**config.mk**
```make
export PLATFORM = sky130hd
export DESIGN_NAME = sio_rx_core
export DESIGN_NICKNAME = d
export VERILOG_FILES = /design/src/rtl/sio_rx_pkg.sv /design/src/rtl/rx_sync.sv /design/src/rtl/rx_frame.sv /design/src/rtl/rx_status.sv /design/src/rtl/sio_rx_core.sv
export SDC_FILE = /design/constraint.sdc
export NUM_CORES = 1
export LEC_CHECK = 0
export BUFFER_PORTS_ARGS = -buffer_cell sky130_fd_sc_hd__buf_4
export CAP_MARGIN = 15
export CORE_UTILIZATION = 55
export DETAILED_ROUTE_END_ITERATION = 8
export PLACE_DENSITY = 0.78
export SLEW_MARGIN = 20
export SYNTH_ARGS = -nofsm -noshare
export SYNTH_HDL_FRONTEND = slang
export SYNTH_SLANG_ARGS = --single-unit
export TNS_END_PERCENT = 50
```
**constraint.sdc**
```tcl
create_clock -name clk -period 3.2 [get_ports clk]
set_input_delay 0.64 -clock clk [delete_from_list [all_inputs] [get_ports clk]]
set_output_delay 0.64 -clock clk [all_outputs]
set_load 0.005 [all_outputs]
```
**src/rtl/sio_rx_pkg.sv**
```systemverilog
`timescale 1ns/1ps
package sio_rx_pkg;

    localparam int unsigned MAX_DATA  = 9;
    localparam int unsigned FRAME_MAX = MAX_DATA + 2;

    localparam int unsigned ST_OVR = 4;
    localparam int unsigned ST_PAR = 5;
    localparam int unsigned ST_FRM = 6;
    localparam int unsigned ST_SUM = 7;

    typedef enum logic [1:0] {
        LEN_7 = 2'd0,
        LEN_8 = 2'd1,
        LEN_9 = 2'd2
    } char_len_e;

    typedef enum logic [1:0] {
        ST_IDLE,
        ST_START,
        ST_BITS
    } rx_state_e;

    typedef struct packed {
        logic [MAX_DATA-1:0] data;
        logic                par_err;
        logic                frm_err;
    } rx_char_t;

    function automatic int data_bits(input logic [1:0] len);
        case (len)
            LEN_7:   return 7;
            LEN_8:   return 8;
            default: return 9;
        endcase
    endfunction

endpackage

```
**src/rtl/rx_sync.sv**
```systemverilog
`timescale 1ns/1ps
module rx_sync #(
    parameter int unsigned W      = 2,
    parameter int unsigned STAGES = 2
) (
    input  logic         clk,
    input  logic         rst,
    input  logic [W-1:0] d,
    output logic [W-1:0] q
);
    for (genvar b = 0; b < W; b++) begin : g_bit
        logic [STAGES-1:0] chain;
        always_ff @(posedge clk) begin
            if (rst) chain <= '1;
            else     chain <= {chain[STAGES-2:0], d[b]};
        end
        assign q[b] = chain[STAGES-1];
    end
endmodule

```
**src/rtl/rx_frame.sv**
```systemverilog
`timescale 1ns/1ps
module rx_frame
    import sio_rx_pkg::*;
#(
    parameter int unsigned OVSAMP = 16
) (
    input  logic       clk,
    input  logic       rst,
    input  logic       rx_en,
    input  logic       mode_sync,
    input  logic       par_en,
    input  logic       par_odd,
    input  logic [1:0] char_len,
    input  logic       samp_tick,
    input  logic       rxd_s,
    input  logic       sclk_s,
    output logic       done,
    output rx_char_t   chr
);
    localparam int unsigned CW   = $clog2(OVSAMP);
    localparam int unsigned HALF = OVSAMP / 2;
    localparam int unsigned IW   = $clog2(FRAME_MAX + 1);

    rx_state_e              state;
    logic [CW-1:0]          cnt;
    logic [IW-1:0]          idx;
    logic [FRAME_MAX-1:0]   sr;
    logic                   sclk_q;

    int                     nb;
    int                     tot;
    logic                   sclk_rise;
    logic [FRAME_MAX-1:0]   fr_next;
    logic [MAX_DATA-1:0]    dmask;
    logic                   pbit, sbit;
    logic                   last_async, last_sync;
    rx_char_t               chr_next;

    always_comb begin
        nb        = data_bits(char_len);
        tot       = nb + (par_en ? 1 : 0) + 1;
        sclk_rise = sclk_s & ~sclk_q;
        fr_next   = sr;
        fr_next[idx] = rxd_s;
        dmask = '0;
        pbit  = 1'b0;
        sbit  = 1'b1;
        for (int i = 0; i < int'(FRAME_MAX); i++) begin
            if (i < nb && i < int'(MAX_DATA)) dmask[i] = fr_next[i];
            if (i == nb) pbit = fr_next[i];
            if (i == tot - 1) sbit = fr_next[i];
        end
        last_async = (state == ST_BITS) && samp_tick &&
                     (cnt == CW'(OVSAMP - 1)) && (idx == IW'(tot - 1));
        last_sync  = sclk_rise && (idx == IW'(nb - 1));
        chr_next.data    = dmask;
        chr_next.par_err = !mode_sync && par_en && ((^dmask ^ pbit) != par_odd);
        chr_next.frm_err = !mode_sync && !sbit;
    end

    always_ff @(posedge clk) begin
        if (rst || !rx_en) begin
            state  <= ST_IDLE;
            cnt    <= '0;
            idx    <= '0;
            sr     <= '0;
            done   <= 1'b0;
            chr    <= '0;
            sclk_q <= rst ? 1'b0 : sclk_s;
        end else begin
            done   <= 1'b0;
            sclk_q <= sclk_s;
            if (mode_sync) begin
                state <= ST_IDLE;
                cnt   <= '0;
                if (sclk_rise) begin
                    sr <= fr_next;
                    if (last_sync) begin
                        done <= 1'b1;
                        chr  <= chr_next;
                        idx  <= '0;
                    end else begin
                        idx <= idx + 1'b1;
                    end
                end
            end else begin
                case (state)
                    ST_IDLE: begin
                        if (samp_tick && !rxd_s) begin
                            state <= ST_START;
                            cnt   <= '0;
                            idx   <= '0;
                        end
                    end
                    ST_START: begin
                        if (samp_tick) begin
                            if (cnt == CW'(HALF - 1)) begin
                                cnt   <= '0;
                                state <= rxd_s ? ST_IDLE : ST_BITS;
                            end else begin
                                cnt <= cnt + 1'b1;
                            end
                        end
                    end
                    ST_BITS: begin
                        if (samp_tick) begin
                            if (cnt == CW'(OVSAMP - 1)) begin
                                cnt <= '0;
                                sr  <= fr_next;
                                if (last_async) begin
                                    done  <= 1'b1;
                                    chr   <= chr_next;
                                    state <= ST_IDLE;
                                    idx   <= '0;
                                end else begin
                                    idx <= idx + 1'b1;
                                end
                            end else begin
                                cnt <= cnt + 1'b1;
                            end
                        end
                    end
                    default: state <= ST_IDLE;
                endcase
            end
        end
    end

    AST_DONE_SINGLE: assert property (@(posedge clk) disable iff (rst)
        done |=> !done);
    AST_SYNC_CLEAN: assert property (@(posedge clk) disable iff (rst)
        (done && $past(mode_sync)) |-> (!chr.par_err && !chr.frm_err));
endmodule

```
**src/rtl/rx_status.sv**
```systemverilog
`timescale 1ns/1ps
module rx_status
    import sio_rx_pkg::*;
(
    input  logic                clk,
    input  logic                rst,
    input  logic                rx_en,
    input  logic                rd_low,
    input  logic                done,
    input  rx_char_t            chr,
    output logic [MAX_DATA-1:0] rx_data,
    output logic                buf_full,
    output logic                ovr,
    output logic                par,
    output logic                frm,
    output logic                sum
);
    logic keep, full0, p0, f0, s0;
    logic full_n, ovr_n, par_n, frm_n, sum_n, load;

    always_comb begin
        keep  = ovr || !rd_low;
        full0 = buf_full && !rd_low;
        p0    = keep && par;
        f0    = keep && frm;
        s0    = keep && sum;
        full_n = full0;
        ovr_n  = ovr;
        par_n  = p0;
        frm_n  = f0;
        sum_n  = s0;
        load   = 1'b0;
        if (done) begin
            if (full0) begin
                ovr_n = 1'b1;
                sum_n = 1'b1;
            end else begin
                load   = 1'b1;
                full_n = 1'b1;
                par_n  = p0 | chr.par_err;
                frm_n  = f0 | chr.frm_err;
                sum_n  = s0 | chr.par_err | chr.frm_err;
            end
        end
    end

    always_ff @(posedge clk) begin
        if (rst) begin
            rx_data  <= '0;
            buf_full <= 1'b0;
            ovr      <= 1'b0;
            par      <= 1'b0;
            frm      <= 1'b0;
            sum      <= 1'b0;
        end else if (!rx_en) begin
            ovr <= 1'b0;
            par <= 1'b0;
            frm <= 1'b0;
            sum <= 1'b0;
            if (rd_low) buf_full <= 1'b0;
        end else begin
            if (load) rx_data <= chr.data;
            buf_full <= full_n;
            ovr      <= ovr_n;
            par      <= par_n;
            frm      <= frm_n;
            sum      <= sum_n;
        end
    end

    AST_SUM_COVERS: assert property (@(posedge clk) disable iff (rst)
        (ovr || par || frm) |-> sum);
    AST_OVR_STICKY: assert property (@(posedge clk) disable iff (rst)
        (ovr && rx_en) |=> ovr);
    AST_RD_CLEARS: assert property (@(posedge clk) disable iff (rst)
        (rx_en && rd_low && !ovr && !done) |=> (!buf_full && !sum));
    AST_RD_BLOCKED: assert property (@(posedge clk) disable iff (rst)
        (rx_en && rd_low && ovr && par) |=> (par && sum && ovr));
    AST_DISABLE_CLR: assert property (@(posedge clk) disable iff (rst)
        !rx_en |=> !(ovr || par || frm || sum));
endmodule

```
**src/rtl/sio_rx_core.sv**
```systemverilog
`timescale 1ns/1ps
module sio_rx_core
    import sio_rx_pkg::*;
#(
    parameter int unsigned OVSAMP      = 16,
    parameter int unsigned SYNC_STAGES = 2
) (
    input  logic       clk,
    input  logic       rst,
    input  logic       rx_en,
    input  logic       mode_sync,
    input  logic       par_en,
    input  logic       par_odd,
    input  logic [1:0] char_len,
    input  logic       samp_tick,
    input  logic       rxd,
    input  logic       sclk,
    input  logic       rd_low,
    output logic [8:0] rx_data,
    output logic       buf_full,
    output logic [7:0] rx_status
);
    logic [1:0] line_s;
    logic       done;
    rx_char_t   chr;
    logic       ovr, par, frm, sum;

    rx_sync #(.W(2), .STAGES(SYNC_STAGES)) u_sync (
        .clk (clk),
        .rst (rst),
        .d   ({sclk, rxd}),
        .q   (line_s)
    );

    rx_frame #(.OVSAMP(OVSAMP)) u_frame (
        .clk       (clk),
        .rst       (rst),
        .rx_en     (rx_en),
        .mode_sync (mode_sync),
        .par_en    (par_en),
        .par_odd   (par_odd),
        .char_len  (char_len),
        .samp_tick (samp_tick),
        .rxd_s     (line_s[0]),
        .sclk_s    (line_s[1]),
        .done      (done),
        .chr       (chr)
    );

    rx_status u_status (
        .clk      (clk),
        .rst      (rst),
        .rx_en    (rx_en),
        .rd_low   (rd_low),
        .done     (done),
        .chr      (chr),
        .rx_data  (rx_data),
        .buf_full (buf_full),
        .ovr      (ovr),
        .par      (par),
        .frm      (frm),
        .sum      (sum)
    );

    always_comb begin
        rx_status         = '0;
        rx_status[ST_OVR] = ovr;
        rx_status[ST_PAR] = par;
        rx_status[ST_FRM] = frm;
        rx_status[ST_SUM] = sum;
    end
endmodule

```
* Yosys cells after proc, flatten, opt, wreduce, memory -nomap -nowiden *
Index checks and enable logic that the tools add are counted.

storage, ports and cells
  flip-flop bits (word level) = 52
  input port bits = 12
  output and inout bits = 18

operators by class
  $add $sub $neg = 6
  magnitude comparators = 11
  equality and inequality tests = 39
  multiplexer cells = 89
  bitwise logic cells = 8
  reduce and logical (&&, ||, !) cells = 41

operator list
  kind                                                        number
  == test 4 x 32 -> 1 bit, first input constant               8
  == test 5 x 32 -> 1 bit, first input constant               6
  2-to-1 mux 11 bit                                           12
  == test 3 x 32 -> 1 bit, first input constant               4
  less-than comparator 4 x 32 -> 1 bit, first input constant  4
  == test 2 x 32 -> 1 bit, first input constant               2
  zero test 32 bit                                            2
  less-than comparator 3 x 32 -> 1 bit, first input constant  2
  2-to-1 mux 1 bit                                            53
  2-to-1 mux 4 bit                                            11
  adder 32 x 2 -> 32 bit, second input constant               1
  adder 5 x 32 -> 32 bit                                      1
  less-than comparator 5 x 32 -> 1 bit, first input constant  1
  subtractor 32 x 2 -> 32 bit, second input constant          1
  one-hot mux 4 bit (2 select lines)                          2
  2-to-1 mux 2 bit                                            7
  logical AND 1 bit                                           13
  one-hot mux 4 bit (3 select lines)                          1
  AND reduction 6 bit                                         2
  bitwise mux 11 bit                                          1
  != test 2 x 1 -> 1 bit, second input constant               5
  nonzero test 2 bit                                          5
  XOR reduction 9 bit                                         1
  adder 4 x 1 -> 4 bit, second input constant                 2
  other kinds (27)                                            47

* Depth between registers and ports, before layout *
  depth after elaboration = 24
  gate-level depth with buffers = 11

* By module *
A second synthesis with hierarchy kept.

second synthesis, totals
  cells, all modules = 344
  area total of the unflattened synthesis = 3,044.2 um^2

by module, submodules not included
  module       times used  cells each  area an instance (um^2)  seq. area each (um^2)
  rx_frame     1           264         2,321.0                  680.7
  rx_status    1           61          539.3                    280.3
  rx_sync      1           10          120.1                    80.1
  sio_rx_core  1           9           63.8                     0.0

* Worst setup path before layout *
Ideal clock, no wire load.

  kind = input to register
  from = input port char_len[1]
  to = register, netlist name u_frame.chr[9]
  data arrival time = 2.373 ns
  path slack = 0.700 ns
  cell stages on the path = 11
  buffers on the path = 1
  cells stage by stage = nand2b_1 ha_1 inv_1 ha_1 xor2_1 nand4_1 nand2b_1 nand2_2 buf_4 mux2i_1 nor2_1

between the ends
  cells in the longest elaborated chain, start to end = 9

ends and longest elaborated chain
  item                                                                            RTL line                         RTL
  start, declared                                                                 sio_rx_core.sv:14                input logic [1:0] char_len,
  == test 2 x 1 -> 1 bit or zero test 2 bit (tied branches)                       sio_rx_pkg.sv:31                 case (len)
  one-hot mux 4 bit (2 select lines) *                                            sio_rx_pkg.sv:31
  adder 5 x 32 -> 32 bit or less-than comparator 4 x 32 -> 1 bit (tied branches)  rx_frame.sv:41, rx_frame.sv:49
  adder 32 x 2 -> 32 bit or 2-to-1 mux 1 bit (tied branches)                      rx_frame.sv:41, rx_frame.sv:49
  subtractor 32 x 2 -> 32 bit or 2-to-1 mux 11 bit (tied branches)                n/a
  == test 4 bit or 2-to-1 mux 11 bit (tied branches)                              rx_frame.sv:54, rx_frame.sv:107
  logical AND 1 bit or 2-to-1 mux 11 bit (tied branches)                          rx_frame.sv:54, rx_frame.sv:106
  nonzero test 2 bit (no line) or 2-to-1 mux 11 bit (tied branches)               n/a
  AND reduction 6 bit (no line) or 2-to-1 mux 11 bit (tied branches)              n/a

Mark *: on every way between the ends. The rest lies on a longest branch, timed or not. The select of a mux whose other input is x is not followed.
A chain may end at the register's enable or synchronous reset.

* Final worst setup path *
  from = input port char_len[1]
  to = register, netlist name u_frame.chr[2]

between the ends
  cells in the longest elaborated chain, start to end = 9

ends and longest elaborated chain
  item                                                                           RTL line
  == test 2 x 1 -> 1 bit or zero test 2 bit (tied branches)                      sio_rx_pkg.sv:31
  one-hot mux 4 bit (2 select lines) *                                           sio_rx_pkg.sv:31
  adder 5 x 32 -> 32 bit or less-than comparator 1 x 4 -> 1 bit (tied branches)  rx_frame.sv:41, rx_frame.sv:49
  adder 32 x 2 -> 32 bit or 2-to-1 mux 1 bit (tied branches)                     rx_frame.sv:41, rx_frame.sv:49
  subtractor 32 x 2 -> 32 bit or 2-to-1 mux 11 bit (tied branches)               n/a
  == test 4 bit or 2-to-1 mux 11 bit (tied branches)                             rx_frame.sv:54, rx_frame.sv:107
  logical AND 1 bit or 2-to-1 mux 11 bit (tied branches)                         rx_frame.sv:54, rx_frame.sv:106
  nonzero test 2 bit (no line) or 2-to-1 mux 11 bit (tied branches)              n/a
  AND reduction 6 bit (no line) or 2-to-1 mux 11 bit (tied branches)             n/a

Marks and branches as above.

==> impl_metrics.sql <==
INSERT INTO impl_metrics (metric_group, metric, value, unit) VALUES
('outcome', 'run_status', 'finished clean', ''),
('floorplanning', 'fp.dieH', '75.04', 'um'),
('grt', 'global_route.usage.total', '0.2201', ''),
('routing', 'routedLengthMet1', '2.534', 'mm'),
('clock_tree', 'h-tree-depth', '2', ''),
('routing', 'ant_nets', '0', ''),
('critical_path', 'cp_top_delay_family', 'simple AND/OR/NAND/NOR gates', ''),
('critical_path', 'max_stage_delay', '0.38', 'ns'),
('finish', 'diodes', '0', ''),
('power', 'powerDensity', '368.8', 'nW/um2'),
('clock_tree', 'cts-resized-gates', '0', ''),
('critical_path', 'cpMaxStageDelayCell', 'sky130_fd_sc_hd__ha_1', ''),
('place', 'dp.final_hpwl', '4.275', 'mm'),
('floorplanning', 'floorplan.core_area', '5107', 'um2'),
('logic_synthesis', 'synth_enable_flop_cells', '0', ''),
('clock_tree', 'cts_post_setup_buffers_inserted', '0', ''),
('grt', 'antenna_found_initial', '0', ''),
('clock_tree', 'clkSlewWorstSetupHoldPaths', '0.10', 'ns'),
('logic_synthesis', 'synth_cell_type_count', '46', ''),
('logic_synthesis', 'synth-seq-cells', '52', ''),
('place', 'pre_cts_slack', '0.3266', 'ns'),
('routing', 'route.detailed.vias_per_inst', '5.516', ''),
('power', 'final_total_pwr', '1.180', 'mW'),
('place', 'place.port_buffers', '25', ''),
('routing', 'wire_per_inst', '13.86', 'um'),
('timing', 'slew_headroom', '0.3815', ''),
('finish', 'utilization', '0.6267', ''),
('hold_path', 'worst_hold_startpoint', 'u_sync.g_bit[0].chain[0]', ''),
('run', 'cap_violations', '0', ''),
('hold_path', 'hold_crit_class', 'flop to flop', ''),
('floorplanning', 'pin_count', '30', ''),
('clock_tree', 'clk_latency', '0.31', 'ns'),
('timing', 'total_count_of_hold_check_failures_in_the_final_report', '0', ''),
('critical_path', 'worst_setup_startpoint', 'char_len[1]', ''),
('logic_synthesis', 'netlist_top_cells_area', 'sky130_fd_sc_hd__dfxtp_1 35%, sky130_fd_sc_hd__mux2i_1 8.5%, sky130_fd_sc_hd__ha_1 7.2%, sky130_fd_sc_hd__nor2_1 6.4%, sky130_fd_sc_hd__xnor2_1 4.2%', ''),
('finish', 'count_of_filler_cells_inserted_in_the_layout', '446', ''),
('routing', 'length_of_the_first_detailed_routing_pass_in_iterations', '4', ''),
('finish', 'finish.instance_area', '3201', 'um2'),
('critical_path', 'cell_chain_critical_path', 'buf_4, nand2b_1, ha_1, inv_1, ha_1, xor2_1, nand4_1, nand2b_1, nand2_2, nor2_1, a311oi_1', ''),
('floorplanning', 'overall_die_width', '75.04', 'um'),
('logic_synthesis', 'postSynthCellCount', '331', ''),
('critical_path', 'timing.critical_path.fanout_max', '17', ''),
('logic_synthesis', 'synthFlopType', 'sky130_fd_sc_hd__dfxtp_1', ''),
('timing', 'report.final.setup_viol', '0', ''),
('place', 'gp_congestion', '0.8733', ''),
('floorplanning', 'core.rowCount', '26', ''),
('timing', 'layout_setup_ws', '0.6302', 'ns'),
('timing', 'hold_slack', '0.4156', 'ns'),
('finish', 'post_layout_instance_count_excluding_filler_cells', '417', ''),
('logic_synthesis', 'yosysTopAreaCellShare', '0.3548', ''),
('critical_path', 'worst-endpoint-arrival', '2.77', 'ns'),
('timing', 'final.setup.tns', '0', 'ns'),
('timing', 'max_slew.worst_pin.slew', '0.9277', 'ns'),
('clock_tree', 'numCtsBuffers', '5', ''),
('grt', 'first_global_vias', '2132', ''),
('critical_path', 'critical_path_source_type', 'primary input', ''),
('critical_path', 'timing.critical_path.to_type', 'flop', ''),
('floorplanning', 'initial_core_util', '0.5745', ''),
('grt', 'grt_start_max_net_pins', '29', ''),
('timing', 'finalWorstPathRequiredPeriod', '2.570', 'ns'),
('routing', 'routed_wl', '5.781', 'mm'),
('routing', 'drc', '0', ''),
('critical_path', 'timing.setup.critical_path_class', 'primary input to flop', ''),
('power', 'vdd_ir_drop_max', '0.2102', 'mV'),
('critical_path', 'worstPathBufferInverterCount', '2', ''),
('routing', 'drt_iter0_markers', '93', ''),
('routing', 'maxUsedRoutingLayer', 'met4', ''),
('routing', 'met3_length', '226', 'um'),
('routing', 'route.vias.total', '2300', ''),
('timing', 'clock_skew', '0.007722', 'ns'),
('timing', 'final.period_utilization', '0.8031', '');
## worst reg2reg max path: stages (launching register included)
cell and delay [ns]:
sky130_fd_sc_hd__dfxtp_1 0.78, sky130_fd_sc_hd__and2b_4 0.30, sky130_fd_sc_hd__nand2_1 0.06, sky130_fd_sc_hd__o31ai_1 0.35, sky130_fd_sc_hd__nand2_1 0.21, sky130_fd_sc_hd__nand2_2 0.29
sky130_fd_sc_hd__nor2_1 0.08, sky130_fd_sc_hd__a311oi_1 0.27
## sequential cells by signal (all words and copies together) (netlist names)
register / count
u_frame.sclk_q: 1
u_status.frm: 1
u_sync.g_bit.chain: 4
u_status.ovr: 1
u_status.buf_full: 1
u_status.rx_data: 9
u_status.par: 1
u_status.sum: 1
u_frame.state: 2
u_frame.idx: 4
u_frame.chr: 11
u_frame.cnt: 4
u_frame.sr: 11
u_frame.done: 1
## synth_stat cells (all sizes together) (3+ instances only)
cell type   n
clkbuf     11
nand2      21
nand3       8
buf        13
a32oi       3
mux2        3
xnor2      15
xor2        6
o21ai      14
nor3b       5
nand4       6
nor2b       6
or2         5
ha         17
a21oi       7
mux2i      26
nor2       50
a211oi      5
inv        11
nand2b      8
a311oi      7
dfxtp      52
nand3b      9
nor3        4
## final cells by class
class,count,area [um2],share of cell area
Multi-Input combinational cell,247,1722,0.5379
Sequential cell,52,1041,0.3253
Timing Repair Buffer,29,217.7,0.06802
Tap cell,70,87.58,0.02737
Clock buffer,5,68.82,0.02150
Inverter,11,41.29,0.01290
Clock inverter,3,22.52,0.007037
## cells in the final DEF, fill, tap and decap left out, types with 3 or more instances in the layout
cell type and n:
sky130_fd_sc_hd__a211oi_1 5, sky130_fd_sc_hd__a21oi_1 7, sky130_fd_sc_hd__a311oi_1 7, sky130_fd_sc_hd__a32oi_1 3, sky130_fd_sc_hd__buf_4 29, sky130_fd_sc_hd__clkbuf_8 5, sky130_fd_sc_hd__conb_1 4, sky130_fd_sc_hd__dfxtp_1 52
sky130_fd_sc_hd__ha_1 17, sky130_fd_sc_hd__inv_1 11, sky130_fd_sc_hd__mux2_2 3, sky130_fd_sc_hd__mux2i_1 25, sky130_fd_sc_hd__nand2_1 20, sky130_fd_sc_hd__nand2b_1 8, sky130_fd_sc_hd__nand3_1 8, sky130_fd_sc_hd__nand3b_1 7
sky130_fd_sc_hd__nand4_1 6, sky130_fd_sc_hd__nor2_1 50, sky130_fd_sc_hd__nor2b_1 6, sky130_fd_sc_hd__nor3_1 4, sky130_fd_sc_hd__nor3b_1 4, sky130_fd_sc_hd__o21ai_0 12, sky130_fd_sc_hd__or2_2 5, sky130_fd_sc_hd__xnor2_1 14
sky130_fd_sc_hd__xor2_1 6
## per-layer routing
layer / vias to the layer above / GRT usage
li1: 1161 / -
met1: 1078 / 0.2517
met2: 49 / 0.3994
met3: 12 / 0.05221
met4: 0 / 0.07757
met5: - / 0
## kinds of logic (layout without fill, tap and decap cells)
family	Yosys count	in the layout	share of synthesized area
AO/OA/AOI/OAI	52	52	0.1224
XOR/XNOR	21	21	0.06525
adder cells (fa/ha/maj)	17	17	0.07249
buffers and inverters	35	48	0.06226
flip-flops	52	52	0.3548
multiplexers	29	29	0.1045
other	1	4	0.001278
AND/OR/NAND/NOR	124	124	0.2171
## worst paths after layout
check | endpoint | slack [ns] | cells past startpoint
worst max register to register | u_frame.chr[2] | 0.76 | 7
worst min register to register | u_sync.g_bit[0].chain[1] | 0.42 | 1
worst min-delay path | u_sync.g_bit[0].chain[1] | 0.42 | 1
worst max-delay path | u_frame.chr[2] | 0.63 | 11
## power by group
group          total [mW]  internal [mW]  switching, mW
sequential          0.664          0.655        0.00865
combinational       0.140         0.0615         0.0785
clock               0.377          0.157          0.220
total                1.18          0.874          0.307
Power figures use the tool's default switching activity.
